## src/rtl/ulk_pkg.sv

```systemverilog
package ulk_pkg;

    localparam int ADDR_W = 17;
    localparam int DATA_W = 8;
    localparam int KEY_W  = 15;

    localparam logic [14:0] KEY_ADDR_A = 15'h5555;
    localparam logic [14:0] KEY_ADDR_B = 15'h2AAA;
    localparam logic [7:0]  KEY_D1     = 8'hAA;
    localparam logic [7:0]  KEY_D2     = 8'h55;
    localparam logic [7:0]  CMD_LOCK   = 8'hA0;
    localparam logic [7:0]  CMD_EXT    = 8'h80;
    localparam logic [7:0]  CMD_CLR    = 8'h20;
    localparam logic [7:0]  CMD_WIPE   = 8'h10;

    typedef enum logic [2:0] {
        SQ_IDLE,
        SQ_K1,
        SQ_K2,
        SQ_X1,
        SQ_X2,
        SQ_X3,
        SQ_PEEK
    } seq_e;

    typedef struct packed {
        seq_e seq;
        logic prot;
        logic win;
        logic status;
        logic permit;
        logic erase;
    } dec_st_t;

    typedef struct packed {
        logic first;
        logic second;
        logic lock;
        logic ext;
        logic clr;
        logic wipe;
    } key_hit_t;

endpackage

```

## src/rtl/ulk_key_match.sv

```systemverilog
module ulk_key_match
    import ulk_pkg::*;
#(
    parameter int AW = ADDR_W,
    parameter int DW = DATA_W,
    parameter int KW = KEY_W
) (
    input  logic [AW-1:0] addr,
    input  logic [DW-1:0] data,
    output key_hit_t      hit
);

    localparam logic [KW-1:0] ADDR_A = KW'(KEY_ADDR_A);
    localparam logic [KW-1:0] ADDR_B = KW'(KEY_ADDR_B);

    logic          at_a;
    logic          at_b;
    logic [AW-KW-1:0] unused_page_bits;

    // upper address bits take no part in key recognition
    assign unused_page_bits = addr[AW-1:KW];

    always_comb begin
        at_a       = (addr[KW-1:0] == ADDR_A);
        at_b       = (addr[KW-1:0] == ADDR_B);
        hit.first  = at_a && (data == DW'(KEY_D1));
        hit.second = at_b && (data == DW'(KEY_D2));
        hit.lock   = at_a && (data == DW'(CMD_LOCK));
        hit.ext    = at_a && (data == DW'(CMD_EXT));
        hit.clr    = at_a && (data == DW'(CMD_CLR));
        hit.wipe   = at_a && (data == DW'(CMD_WIPE));
    end

endmodule

```

## src/rtl/ulk_seq_fsm.sv

```systemverilog
module ulk_seq_fsm
    import ulk_pkg::*;
(
    input  logic     clk,
    input  logic     rst_n,
    input  logic     prot_preload,
    input  logic     wr_stb,
    input  logic     load_expire,
    input  key_hit_t hit,
    output logic     prot_o,
    output logic     permit_o,
    output logic     erase_o,
    output logic     status_o
);

    dec_st_t st_d;
    dec_st_t st_q;
    dec_st_t cur;
    logic    plain;

    always_comb begin
        cur = st_q;
        if (load_expire) begin
            cur.seq    = SQ_IDLE;
            cur.win    = 1'b0;
            cur.status = 1'b0;
        end
        plain       = 1'b0;
        st_d        = cur;
        st_d.permit = 1'b0;
        st_d.erase  = 1'b0;
        if (wr_stb) begin
            st_d.status = 1'b0;
            if (cur.win) begin
                st_d.permit = 1'b1;
            end else begin
                st_d.seq = SQ_IDLE;
                case (cur.seq)
                    SQ_IDLE: if (hit.first) st_d.seq = SQ_K1; else plain = 1'b1;
                    SQ_K1:   if (hit.second) st_d.seq = SQ_K2; else plain = 1'b1;
                    SQ_K2: begin
                        if (hit.lock) begin
                            st_d.prot = 1'b1;
                            st_d.win  = 1'b1;
                        end else if (hit.ext) begin
                            st_d.seq = SQ_X1;
                        end else if (hit.clr) begin
                            st_d.seq = SQ_PEEK;
                        end else begin
                            plain = 1'b1;
                        end
                    end
                    SQ_X1:   if (hit.first) st_d.seq = SQ_X2; else plain = 1'b1;
                    SQ_X2:   if (hit.second) st_d.seq = SQ_X3; else plain = 1'b1;
                    SQ_X3: begin
                        if (hit.clr) begin
                            st_d.prot = 1'b0;
                        end else if (hit.wipe) begin
                            st_d.erase = !cur.prot;
                        end else begin
                            plain = 1'b1;
                        end
                    end
                    SQ_PEEK: st_d.status = 1'b1;
                    default: plain = 1'b1;
                endcase
                if (plain) begin
                    st_d.permit = !cur.prot;
                end
            end
        end
    end

    always_ff @(posedge clk) begin
        if (!rst_n) begin
            st_q      <= '0;
            st_q.prot <= prot_preload;
        end else begin
            st_q <= st_d;
        end
    end

    assign prot_o   = st_q.prot;
    assign permit_o = st_q.permit;
    assign erase_o  = st_q.erase;
    assign status_o = st_q.status;

    AST_PERMIT_HAS_STROBE: assert property (@(posedge clk) disable iff (!rst_n)
        st_q.permit |-> $past(wr_stb));

    AST_LOCKED_PERMIT_IN_WINDOW: assert property (@(posedge clk) disable iff (!rst_n)
        (st_q.permit && $past(st_q.prot)) |-> $past(st_q.win));

    AST_ERASE_ONLY_UNLOCKED: assert property (@(posedge clk) disable iff (!rst_n)
        st_q.erase |-> (!st_q.prot && !$past(st_q.prot) && !st_q.permit));

    AST_PROT_MOVES_ON_STROBE: assert property (@(posedge clk) disable iff (!rst_n)
        !$stable(st_q.prot) |-> $past(wr_stb));

    AST_STATUS_AFTER_STROBE: assert property (@(posedge clk) disable iff (!rst_n)
        $rose(st_q.status) |-> $past(wr_stb));

    AST_EXPIRE_CLEARS: assert property (@(posedge clk) disable iff (!rst_n)
        (load_expire && !wr_stb) |=> (!st_q.win && !st_q.status && st_q.seq == SQ_IDLE));

endmodule

```

## src/rtl/unlock_seq_decoder.sv

```systemverilog
module unlock_seq_decoder
    import ulk_pkg::*;
#(
    parameter int AW = ADDR_W,
    parameter int DW = DATA_W,
    parameter int KW = KEY_W
) (
    input  logic          clk,
    input  logic          rst_n,
    input  logic          prot_preload,
    input  logic          wr_stb,
    input  logic [AW-1:0] wr_addr,
    input  logic [DW-1:0] wr_data,
    input  logic          load_expire,
    output logic          prot_on,
    output logic          wr_permit,
    output logic          erase_req,
    output logic          status_mode
);

    key_hit_t hit;

    ulk_key_match #(
        .AW (AW),
        .DW (DW),
        .KW (KW)
    ) u_match (
        .addr (wr_addr),
        .data (wr_data),
        .hit  (hit)
    );

    ulk_seq_fsm u_fsm (
        .clk          (clk),
        .rst_n        (rst_n),
        .prot_preload (prot_preload),
        .wr_stb       (wr_stb),
        .load_expire  (load_expire),
        .hit          (hit),
        .prot_o       (prot_on),
        .permit_o     (wr_permit),
        .erase_o      (erase_req),
        .status_o     (status_mode)
    );

endmodule

```

## config.mk

```make
export PLATFORM = sky130hd
export DESIGN_NAME = unlock_seq_decoder
export DESIGN_NICKNAME = d
export VERILOG_FILES = /design/src/rtl/ulk_pkg.sv /design/src/rtl/ulk_key_match.sv /design/src/rtl/ulk_seq_fsm.sv /design/src/rtl/unlock_seq_decoder.sv
export SDC_FILE = /design/constraint.sdc
export NUM_CORES = 1
export LEC_CHECK = 0
export ABC_AREA = 1
export BUFFER_PORTS_ARGS = -buffer_cell sky130_fd_sc_hd__buf_4
export CAP_MARGIN = 20
export CORE_MARGIN = 3
export CORE_UTILIZATION = 43
export CTS_BUF_LIST = sky130_fd_sc_hd__clkbuf_8 sky130_fd_sc_hd__clkbuf_16
export CTS_CLUSTER_DIAMETER = 40
export DETAILED_ROUTE_END_ITERATION = 8
export GPL_TIMING_DRIVEN = 1
export PLACE_DENSITY = 0.8
export SETUP_SLACK_MARGIN = 0.02
export SYNTH_ARGS = -nofsm -noshare
export SYNTH_HDL_FRONTEND = slang
export SYNTH_SLANG_ARGS = --single-unit
export TNS_END_PERCENT = 50
```

## constraint.sdc

```tcl
create_clock -name clk -period 1.7 [get_ports clk]
set_clock_uncertainty 0.15 [all_clocks]
set_input_delay 0.51 -clock clk [delete_from_list [all_inputs] [get_ports clk]]
set_output_delay 0.51 -clock clk [all_outputs]
set_load 0.02 [all_outputs]
```

==> Word-level counts from Yosys, hierarchy flattened <==
Cells that the tools add are included.
{ "totals": {"ff_bits": 8, "input_bits": 30, "output_inout_bits": 4} }
{ "classes": {"n_eq_ne": 19, "muxes": 34, "bitwise_logic": 4, "n_reduce_logical": 14} }
{ "ops": {"columns": ["cell", "count"], "rows": [
  ["8-bit equality test, second input constant", 3],
  ["1-bit two-way mux", 19],
  ["3-bit two-way mux", 6],
  ["15-bit by 14-bit equality test with 1-bit output, second input constant", 1],
  ["15-bit equality test, second input constant", 1],
  ["3-bit case mux with 5 select lines", 1],
  ["3-bit equality test, second input constant", 3],
  ["8-bit by 5-bit equality test with 1-bit output, second input constant", 1],
  ["8-bit by 6-bit equality test with 1-bit output, second input constant", 1],
  ["8-bit by 7-bit equality test with 1-bit output, second input constant", 1],
  ["8-bit two-way mux", 1],
  ["3-bit by 2-bit equality test with 1-bit output, second input constant", 2],
  ["1-bit logical AND", 6],
  ["2-bit two-way mux", 3],
  ["6-bit two-way mux", 1],
  ["3-bit inequality test, second input constant", 2],
  ["6-bit OR reduction", 1],
  ["5-bit two-way mux", 1],
  ["1-bit case mux with 5 select lines", 1],
  ["5-bit AND reduction", 1],
  ["1-bit NOT", 4],
  ["2-bit OR reduction", 2],
  ["3-bit by 1-bit equality test with 1-bit output, second input constant", 1],
  ["3-bit logical NOT", 1],
  ["7 further kinds", 7]
]} }

==> Depth between registers and ports, before layout <==
Gate-level depths: netlist of the first run.
{ "logic_depth": {"ltp_word": 12, "depth_mapped": 11, "ltp_nobuf": 11} }

==> Modules after synthesis <==
From an unflattened synthesis of the first run, not the netlist that was laid out.
{ "unflattened": {"cells_unflattened": 146, "hier_area_um2": 814.5} }
{ "by_module_without_submodules": {"columns": ["mod", "n_inst", "cells_per_inst", "area_per_inst_um2", "seq_area_each_um2"], "rows": [
  ["ulk_seq_fsm", 1, 81, 540.5, 170.2],
  ["ulk_key_match", 1, 65, 274.0, 0.0]
]} }

==> Worst setup path before layout of the first run <==
OpenSTA, ideal clock, no wires.
{ "synth_timing": {"path_kind": "input -> register", "startpoint": "in wr_data[0]", "endpoint": "reg u_fsm.st_q (netlist bit u_fsm.prot_o) (enable)", "setup_ns": 0.291, "arrival_ns": 1.223, "required_ns": 1.259, "setup_slack_ns": 0.036, "path_stages": 7, "path_buffers": 0, "cell_sequence": "nor2_1 nand2_1 nor2_1 nand3_1 nand2_2 o2111ai_1 nand2_1"} }
{ "synth_via": {"elab_chain_cells": 4} }
{ "synth_lines": {"columns": ["element", "line", "text"], "rows": [
  ["start: declaration", "unlock_seq_decoder.sv:13", "input logic [DW-1:0] wr_data,"],
  ["8-bit equality test / 8-bit by 6-bit equality test with 1-bit output (equally long branches)", "ulk_key_match.sv:28, ulk_key_match.sv:30", null],
  ["1-bit logical AND, on equally long branches", "ulk_key_match.sv:28, ulk_key_match.sv:30", null],
  ["3-bit inequality test (no source line)", null, null],
  ["5-bit AND reduction (no source line) *", null, null],
  ["end signal: assignment", "ulk_seq_fsm.sv:79", "st_q <= st_d;"],
  ["end: declaration", "ulk_seq_fsm.sv:17", "dec_st_t st_q;"]
]} }
Mark *: on every way between the ends. The rest lies on a longest branch, timed or not.
A chain may end at the register's enable or synchronous reset.

==> Worst setup path in the final report of the first run <==
{ "layout_timing": {"startpoint": "in wr_addr[3]", "endpoint": "reg u_fsm.st_q (netlist bit u_fsm.prot_o) (enable)"} }
{ "layout_via": {"elab_chain_cells": 4} }
{ "layout_lines": {"columns": ["element", "line", "text"], "rows": [
  ["start: declaration", "unlock_seq_decoder.sv:12", "input logic [AW-1:0] wr_addr,"],
  ["15-bit equality test *", "ulk_key_match.sv:24", "at_a = (addr[KW-1:0] == ADDR_A);"],
  ["1-bit logical AND, on equally long branches", "ulk_key_match.sv:28, ulk_key_match.sv:30", null],
  ["3-bit inequality test (no source line)", null, null],
  ["5-bit AND reduction (no source line) *", null, null]
]} }
Marks and branches as above.

==> results of run 1 <==
-- per-stage QoR --
| step | power [µW] | worst slack [ns] | hold slack (ns) |
|---|---|---|---|
| floorplan | 245 | 0.0356 | 0.328 |
| global placement | 336 | -0.174 | 0.304 |
| detailed placement | 341 | -0.200 | 0.306 |
| CTS | 582 | 0.0504 | 0.313 |
| global route | 626 | 0.00808 | 0.342 |
| finish | 586 | 0.0797 | 0.311 |
-- power by group through the flow --
stage          Sequential, µW  Combinational (µW)  Clock, µW
2_1_floorplan             202                43.0          0
3_5_place_dp              199                 142          0
5_1_grt                   195                 165        266
4_1_cts                   196                 143        243
6_report                  196                 150        240
3_3_place_gp              199                 137          0
-- logic make-up after synthesis --
group	share of synthesized area
buffers and inverters	0.112
flip-flops	0.196
AND/OR/NAND/NOR	0.617
AO/OA/AOI/OAI	0.0748
-- flip-flops by register name, summed over array words and instances (netlist names) --
register / flops
u_fsm.permit_o: 1
u_fsm.st_q: 4
u_fsm.erase_o: 1
u_fsm.prot_o: 1
u_fsm.status_o: 1
-- routing by layer --
layer / vias to the layer above / global-route usage / part of all wire
li1: 620 / - / -
met3: 8 / 0.0700 / 0.045
met5: - / 0 / 0
met1: 537 / 0.230 / 0.42
met2: 37 / 0.380 / 0.51
met4: 0 / 0.0807 / 0.020
-- synth_stat cells --
library cell and number:
nor3_1 1, o41ai_1 1, nor2_4 1, o21ai_1 1, nand3_1 19, nand4_1 6
a21oi_2 2, or2_0 1, inv_1 22, a21oi_1 5, edfxtp_1 1, nor2_2 6
o2111ai_1 1, nor2_1 35, dfxtp_1 7, nand2_2 3, nand2_1 39, nor4_2 2
inv_2 4, nand3b_1 3
-- area by class of cell --
class	instances	area (µm²)	area share
Clock buffer	3	41.3	0.0305
Timing Repair Buffer	50	375	0.277
Sequential cell	8	170	0.126
Inverter	26	97.6	0.0720
Multi-Input combinational cell	126	636	0.469
Clock inverter	1	3.75	0.00277
Tap cell	25	31.3	0.0231
-- worst paths after layout --
check / start / end / slack (ns) / cells past startpoint
setup / recovery: wr_addr[3] / u_fsm.prot_o$_DFFE_PP_ / 0.08 / 8
hold / removal: u_fsm.status_o$_SDFFE_PN0P_ / u_fsm.status_o$_SDFFE_PN0P_ / 0.31 / 2
setup reg to reg: u_fsm.st_q[5]$_SDFF_PN0_ / u_fsm.prot_o$_DFFE_PP_ / 0.17 / 5
hold reg to reg: u_fsm.status_o$_SDFFE_PN0P_ / u_fsm.status_o$_SDFFE_PN0P_ / 0.31 / 2
-- worst register-to-register path: cells and delay by family, from the launching register on --
family	cells	cell delay (ns)
AND/OR/NAND/NOR	3	0.59
flip-flops	1	0.34
AO/OA/AOI/OAI	1	0.12
buffers and inverters	1	0.09
-- what timing repair did --
action	4_1_cts	5_1_grt
setup endpoints to repair	0	7
gates resized for setup	0	10
hold endpoints to repair	0	0
==> out/metrics.csv, run 1 <==
metric,value,unit
outcome,"finished, final reports clean",
row count,15,
Num CTS Buffers,3,
Slew HR,0.743,
critical path cell sequence,buf_4 -> nor2_1 -> nand2_1 -> nor2_2 -> nand3_1 -> nand2_2 -> o2111ai_1 -> nand2_1,
Synth area leaders,"nand2_1 17%, dfxtp_1 16%, nor2_1 15%",
yosys warns,0,
drt wl/cell,10.9,µm
Worst-Skew Late Latency,0.24,ns
"Net count, final",245,
initial core utilization,0.478,
fin area,0.00136,mm²
Total GRT Usage,0.213,
worst-margin pin slew,0.383,ns
ANT cells,0,
die height,51.0,µm
PortBufs,31,
Post-DRT Antenna Nets,0,
Max-cap violations,0,
"commonest non-fill, non-tap cell in the layout",buf_4,
most frequent CP cell,nand2_1,
Comb power frac,0.256,
pwr dens,432,mW/mm²
RePlAce Congestion,0.885,
"Cell Area, Placed",0.00128,mm²
DRC,0,
routed vias,1202,
sw frac,0.267,
H-tree levels,1,
share of power burned in registers,0.334,
Fin. Hold Viols,0,
DRT iter0 DRCs,33,
post-synthesis cell area,870,µm²
clk root buf,clkbuf_8,
CTS max path bufs,2,
Syn Nets,190,
global route total overflow,0,
WP data arrival,1.43,ns
crit path kind,in2reg,
crit-path max FO,3,
Worst VDD drop,0.632,mV
hold_buf cts,0,
Syn Area/Cell,5.43,µm²
largest net degree at the start of global routing,8,
CP peak stage delay,0.15,ns
sequential share of the synthesized area,0.196,
period utilization,0.953,
Fillers,150,
setup TNS,0,ns
dpl hpwl,2210,µm
WP buf/inv,1,
IO Pins,34,
Clock Pin Slew Worst Setup and Hold Paths,0.05,ns
Post-Layout Cell Count,239,
max-slew violation count,0,
RSZ-0062 raised after global routing,yes,
flip-flop and latch count after synthesis,8,
initial antenna violation count,0,
crit path time final,1.62,ns
first-pass GRT wire length,4220,µm
leading area contributor after synthesis,nand2_1,
DRT Pass-1 Iters,4,
Final setup viols,0,
share of the synthesized area in the top cell type,0.168,
Top Family by Delay on Critical Path,simple AND/OR/NAND/NOR gates,
"Slowest-stage cell, CP",nor2_2,
Pint,429,µW
drt total wl,2600,µm
Die W,51.0,µm
Util after Layout,0.744,
Clk pwr share,0.410,
vias per inst,5.03,
Pleak,0.000651,µW
vias in the first global route,1107,
Synth Instances,160,
placed cell count,235,
Area Overhead vs Synth,55.8,%
share of cells above drive strength 1,0.374,
most frequent cells in the layout,"50 x buf_4, 38 x nand2_1, 29 x nor2_1",
CTS tree,yes,
worst min-delay path class,reg2reg,
Worst Setup Start Kind,input pin,
CP Capture Type,flop,
P_sw,156,µW
Die ar.,0.00260,mm²
Core Area,0.00182,mm²
Fmax,617,MHz
Num Clock Sinks,8,
count of cell types in the netlist,20,
post-CTS setup buffer count,0,
Worst EP required,1.51,ns
Note: power is estimated with default switching activity, not from simulation.
==> run 2, diff against run 1 <==
RECOVER_POWER = 25   (was default)
==> run 2 against run 1 <==
  * Global-route usage is the same
  * Routed wire length grew 0.19%
  * Clock power is essentially flat
  * Critical path depth is the same
  * Maximum frequency is essentially flat
  * Utilization shrank 0.55 points
  * Sequential cell count is the same
  * Critical path type unchanged
  * Largest power group unchanged
==> out/metrics.csv, run 2 (synthesized netlist as in run 1, its figures left out) <==
metric,value,unit,change
WP data arrival,1.43,ns,about the same
CTS max path bufs,2,,unchanged
drt wl/cell,10.9,µm,about the same
"Net count, final",245,,unchanged
Pleak,0.000643,µW,was 0.000651 µW
Fin. Hold Viols,0,,unchanged
crit path kind,in2reg,,unchanged
Total GRT Usage,0.213,,unchanged
Num Clock Sinks,8,,unchanged
Die W,51.0,µm,unchanged
worst min-delay path class,reg2reg,,unchanged
Util after Layout,0.739,,was 0.744
routed vias,1211,,was 1202
initial antenna violation count,0,,unchanged
Final setup viols,0,,unchanged
clk root buf,clkbuf_8,,unchanged
CTS tree,yes,,unchanged
"Cell Area, Placed",0.00128,mm²,unchanged
row count,15,,unchanged
DRT Pass-1 Iters,5,,was 4
dpl hpwl,2210,µm,unchanged
Pwr Total,585,µW,was 586 µW
fin area,0.00135,mm²,was 0.00136 mm²
Worst EP required,1.51,ns,about the same
Clock Pin Slew Worst Setup and Hold Paths,0.05,ns,about the same
pwr dens,435,mW/mm²,was 432 mW/mm²
share of cells above drive strength 1,0.360,,was 0.374
Multi-input gate area,633,µm²,was 636 µm²
vias per inst,5.07,,was 5.03
Post-DRT Antenna Nets,0,,unchanged
Worst VDD drop,0.631,mV,was 0.632 mV
placed cell count,235,,unchanged
largest net degree at the start of global routing,8,,unchanged
P_sw,156,µW,about the same
max reg flops,4,,unchanged
drt total wl,2610,µm,was 2600 µm
global route total overflow,0,,unchanged
share of power burned in registers,0.335,,was 0.334
FF/Latch Area,170,µm²,unchanged
Post-Layout Cell Count,239,,unchanged
Area Overhead vs Synth,54.7,%,was 55.8%
first-pass GRT wire length,4220,µm,unchanged
die height,51.0,µm,unchanged
most frequent cells in the layout,"48 x buf_4, 38 x nand2_1, 30 x nor2_1",,"was 50 x buf_4, 38 x nand2_1, 29 x nor2_1"
vias in the first global route,1107,,unchanged
Fmax,617,MHz,about the same
Comb power frac,0.254,,was 0.256
PortBufs,31,,unchanged
max-slew violation count,0,,unchanged
IO Pins,34,,unchanged
Core Area,0.00182,mm²,unchanged
"commonest non-fill, non-tap cell in the layout",buf_4,,unchanged
DRT iter0 DRCs,31,,was 33
outcome,"finished, final reports clean",,unchanged
H-tree levels,1,,unchanged
Num CTS Buffers,3,,unchanged
Max-cap violations,0,,unchanged
Pint,429,µW,about the same
Clk pwr share,0.411,,was 0.410
sw frac,0.267,,about the same
CP Capture Type,flop,,unchanged
Fillers,155,,was 150
Die ar.,0.00260,mm²,unchanged
worst-margin pin slew,0.382,ns,was 0.383 ns
crit-path max FO,3,,unchanged
period utilization,0.954,,was 0.953
Biggest register,u_fsm.st_q,,unchanged
Slew HR,0.743,,about the same
crit path time final,1.62,ns,about the same
ANT cells,0,,unchanged
initial core utilization,0.478,,unchanged
post-CTS setup buffer count,0,,unchanged
RSZ-0062 raised after global routing,yes,,unchanged
Worst Setup Start Kind,input pin,,unchanged
DRC,0,,unchanged
Worst-Skew Late Latency,0.24,ns,about the same
hold_buf cts,0,,unchanged
RePlAce Congestion,0.885,,unchanged
run 2: cell types whose count changed in the layout (fill, tap and decap cells not counted), sizes merged:
cell    before  now
buf         50   48
clkbuf       3    5
run 2: power by group through the flow:
| stage | Combinational (µW) | Sequential (µW) | Clock, µW |
|---|---|---|---|
| floorplan | 43.0 | 202 | 0 |
| CTS | 143 | 196 | 243 |
| global route | 163 | 195 | 266 |
| finish | 149 | 196 | 240 |
| detailed placement | 142 | 199 | 0 |
| global placement | 137 | 199 | 0 |
run 2: worst paths after layout:
| check | from | end | slack, ns | depth (start not counted) |
|---|---|---|---|---|
| worst max-delay path | wr_addr[3] | u_fsm.prot_o$_DFFE_PP_ | 0.08 | 8 |
| worst min-delay path | u_fsm.status_o$_SDFFE_PN0P_ | u_fsm.status_o$_SDFFE_PN0P_ | 0.31 | 2 |
| worst max register to register | u_fsm.st_q[5]$_SDFF_PN0_ | u_fsm.prot_o$_DFFE_PP_ | 0.17 | 5 |
| worst min register to register | u_fsm.status_o$_SDFFE_PN0P_ | u_fsm.status_o$_SDFFE_PN0P_ | 0.31 | 2 |
run 2: what timing repair did:
item                                    4_1_cts  5_1_grt
endpoints found under the setup margin        0        7
endpoints found under the hold margin         0        0
resized for setup                             0       10
run 2: worst max-delay path, stage by stage:
cell,delay [ns]
buf_4,0.12
nor2_1,0.12
nand2_1,0.09
nor2_2,0.15
nand3_1,0.13
nand2_2,0.11
o2111ai_1,0.11
nand2_1,0.09
run 2: routing by layer:
layer | vias up | GRT usage | part of all wire
met5 | - | 0 | 0
met1 | 543 | 0.230 | 0.42
met4 | 0 | 0.0807 | 0.022
met2 | 40 | 0.380 | 0.51
li1 | 620 | - | -
met3 | 8 | 0.0700 | 0.050
run 2: metrics by stage:
stage	setup TNS [ns]	setup slack, ns	hold WS [ns]
after floorplan	0	0.0356	0.328
after global placement	-0.874	-0.174	0.304
after global routing	0	0.00808	0.342
final	0	0.0787	0.311
after CTS	0	0.0504	0.313
after detailed placement	-1.17	-0.200	0.306
run 2: cell type report:
cell class,instances,area share
multi-input cells,126,0.471
repair buffers,50,0.273
flip-flops and latches,8,0.127
inverters,26,0.0726
clock buffers,3,0.0307
well taps,25,0.0233
clock inverters,1,0.00279
==> run 3, diff against run 2 <==
RECOVER_POWER = default   (was 25)
SETUP_SLACK_MARGIN = 0.5   (was 0.02)
==> run 3 against run 2 <==
  * The flow now finishes with violations (negative setup slack)
  * Setup slack got worse by 0.20 ns
  * Via count rose by 29%
  * Non-clock buffer count grew 5
  * Routed wire length up 100%
  * Utilization rose by 19 points
  * Die area did not move
  * Sequential power barely moved
  * First-iteration DRC count rose to 4.7 times the previous value
  * Maximum frequency is 11% lower
  * Sequential cell count is the same
==> out/metrics.csv, run 3 (synthesized netlist as in run 1, its figures left out) <==
metric,value,unit,change
outcome,"complete, but fails checks",,"was finished, final reports clean"
failing checks,negative setup slack,,
largest net degree at the start of global routing,8,,unchanged
drt total wl,5290,µm,was 2610 µm
pwr dens,396,mW/mm²,was 435 mW/mm²
met3 global-route usage,0.0729,,was 0.0700
Worst setup endpoint,u_fsm.st_q[7]$_SDFF_PN0_,,was u_fsm.prot_o$_DFFE_PP_
Core Area,0.00182,mm²,unchanged
Worst setup startpoint,wr_addr[11],,was wr_addr[3]
global route total overflow,0,,unchanged
Max-cap violations,0,,unchanged
DRT iter0 DRCs,147,,was 31
clk root buf,clkbuf_8,,unchanged
Fmax,548,MHz,was 617 MHz
most frequent cells in the layout,"42 x buf_4, 27 x nand2_1, 18 x nor2_1",,"was 48 x buf_4, 38 x nand2_1, 30 x nor2_1"
dpl hpwl,2230,µm,was 2210 µm
CP Capture Type,flop,,unchanged
IO Pins,34,,unchanged
Worst-Skew Late Latency,0.24,ns,about the same
ANT cells,0,,unchanged
Final setup viols,5,,was 0
drt wl/cell,21.7,µm,was 10.9 µm
DRT Pass-1 Iters,9,,was 5
Reg2Reg Depth,7,,was 5
"Cell Area, Placed",0.00135,mm²,was 0.00128 mm²
Worst Setup Start Kind,input pin,,unchanged
crit-path max FO,2,,was 3
worst r2r src,u_fsm.st_q[5]$_SDFF_PN0_,,unchanged
Total GRT Usage,0.304,,was 0.213
Worst EP required,1.69,ns,was 1.51 ns
max reg flops,4,,unchanged
"commonest non-fill, non-tap cell in the layout",buf_4,,unchanged
worst min-delay path class,reg2reg,,unchanged
H-tree levels,1,,unchanged
CTS tree,yes,,unchanged
die height,51.0,µm,unchanged
fin area,0.00168,mm²,was 0.00135 mm²
FF-to-FF End,u_fsm.st_q[6]$_SDFF_PN0_,,was u_fsm.prot_o$_DFFE_PP_
Slew HR,0.738,,was 0.743
RePlAce Congestion,0.846,,was 0.885
CTS max path bufs,2,,unchanged
WP data arrival,1.82,ns,was 1.43 ns
Post-Layout Cell Count,244,,was 239
Util after Layout,0.924,,was 0.739
crit path kind,in2reg,,unchanged
met1 Use GR,0.355,,was 0.230
DRC,0,,unchanged
GR peak layer,met2,,unchanged
"Net count, final",250,,was 245
Area Overhead vs Synth,93.5,%,was 54.7%
Post-DRT Antenna Nets,0,,unchanged
reg2reg setup slack,0.07,ns,was 0.17 ns
Die W,51.0,µm,unchanged
Num Clock Sinks,8,,unchanged
Fillers,74,,was 155
routed vias,1559,,was 1211
vias per inst,6.39,,was 5.07
hold_buf cts,0,,unchanged
Clock Pin Slew Worst Setup and Hold Paths,0.04,ns,was 0.05 ns
first-pass GRT wire length,6020,µm,was 4220 µm
initial antenna violation count,0,,unchanged
period utilization,1.07,,was 0.954
placed cell count,233,,was 235
initial core utilization,0.478,,unchanged
Biggest register,u_fsm.st_q,,unchanged
Fin. Hold Viols,0,,unchanged
Num CTS Buffers,3,,unchanged
RSZ-0062 raised after global routing,yes,,unchanged
grt met2 use,0.549,,was 0.380
PortBufs,31,,unchanged
Die ar.,0.00260,mm²,unchanged
PnR worst setup slack,-0.125,ns,was 0.0787 ns
worst-margin pin slew,0.389,ns,was 0.382 ns
vias in the first global route,1385,,was 1107
crit path time final,1.82,ns,was 1.62 ns
share of cells above drive strength 1,0.571,,was 0.360
Worst VDD drop,0.680,mV,was 0.631 mV
max-slew violation count,0,,unchanged
Final Hold Slack,0.341,ns,was 0.311 ns
Pleak,0.000728,µW,was 0.000643 µW
Pwr Total,667,µW,was 585 µW
row count,15,,unchanged
[run 3: layout make-up]
| cell class | count | area (µm²) | share of cell area |
|---|---|---|---|
| well taps | 25 | 31.3 | 0.0186 |
| clock buffers | 3 | 41.3 | 0.0245 |
| multi-input cells | 126 | 845 | 0.502 |
| repair buffers | 55 | 465 | 0.277 |
| inverters | 26 | 123 | 0.0729 |
| flip-flops and latches | 8 | 174 | 0.103 |
| clock inverters | 1 | 3.75 | 0.00223 |
[run 3: repair_timing]
item,CTS,global route
buffers inserted,6,1
gates resized for setup,35,27
hold endpoints to repair,0,0
gates cloned,0,0
setup endpoints to repair,13,13
pin swaps,34,19
[run 3: per-stage QoR]
stage / TNS [ns] / worst slack [ns]
2_1_floorplan: 0 / 0.106
3_3_place_gp: -0.427 / -0.145
3_5_place_dp: -0.563 / -0.163
4_1_cts: 0 / 0.156
5_1_grt: -0.774 / -0.208
6_report: -0.341 / -0.125
[run 3: routing by layer]
metal	share of wire	wire [µm]	vias up
met2	0.46	2420	172
met1	0.33	1770	688
met3	0.12	637	65
met5	0	0	-
li1	-	-	634
met4	0.086	454	0
[run 3: how the worst min path moves through the flow]
stage / startpoint / to / slack [ns] / depth (start not counted)
after global placement: u_fsm.status_o$_SDFFE_PN0P_ / u_fsm.status_o$_SDFFE_PN0P_ / 0.30 / 2
after CTS: u_fsm.status_o$_SDFFE_PN0P_ / u_fsm.status_o$_SDFFE_PN0P_ / 0.35 / 2
after floorplan: u_fsm.st_q[3]$_SDFF_PN0_ / u_fsm.permit_o$_SDFF_PN0_ / 0.32 / 2
after detailed placement: u_fsm.status_o$_SDFFE_PN0P_ / u_fsm.status_o$_SDFFE_PN0P_ / 0.31 / 2
after global routing: u_fsm.status_o$_SDFFE_PN0P_ / u_fsm.status_o$_SDFFE_PN0P_ / 0.38 / 2
final: u_fsm.status_o$_SDFFE_PN0P_ / u_fsm.status_o$_SDFFE_PN0P_ / 0.34 / 2
[run 3: worst max-delay path, stage by stage]
cell      delay [ns]
buf_6           0.08
buf_4           0.10
inv_1           0.04
nor3_1          0.27
nand3_1         0.19
nor2_1          0.16
nand3b_1        0.13
nand3_1         0.10
nand2_1         0.07
a21oi_1         0.16
[run 3: power by group]
group          internal (µW)  leakage [µW]  switching, µW  total [µW]
Clock                    158     0.0000269           91.3         249
Combinational            102      0.000633            120         222
Sequential               195     0.0000683           1.22         196
Total                    454      0.000728            213         667
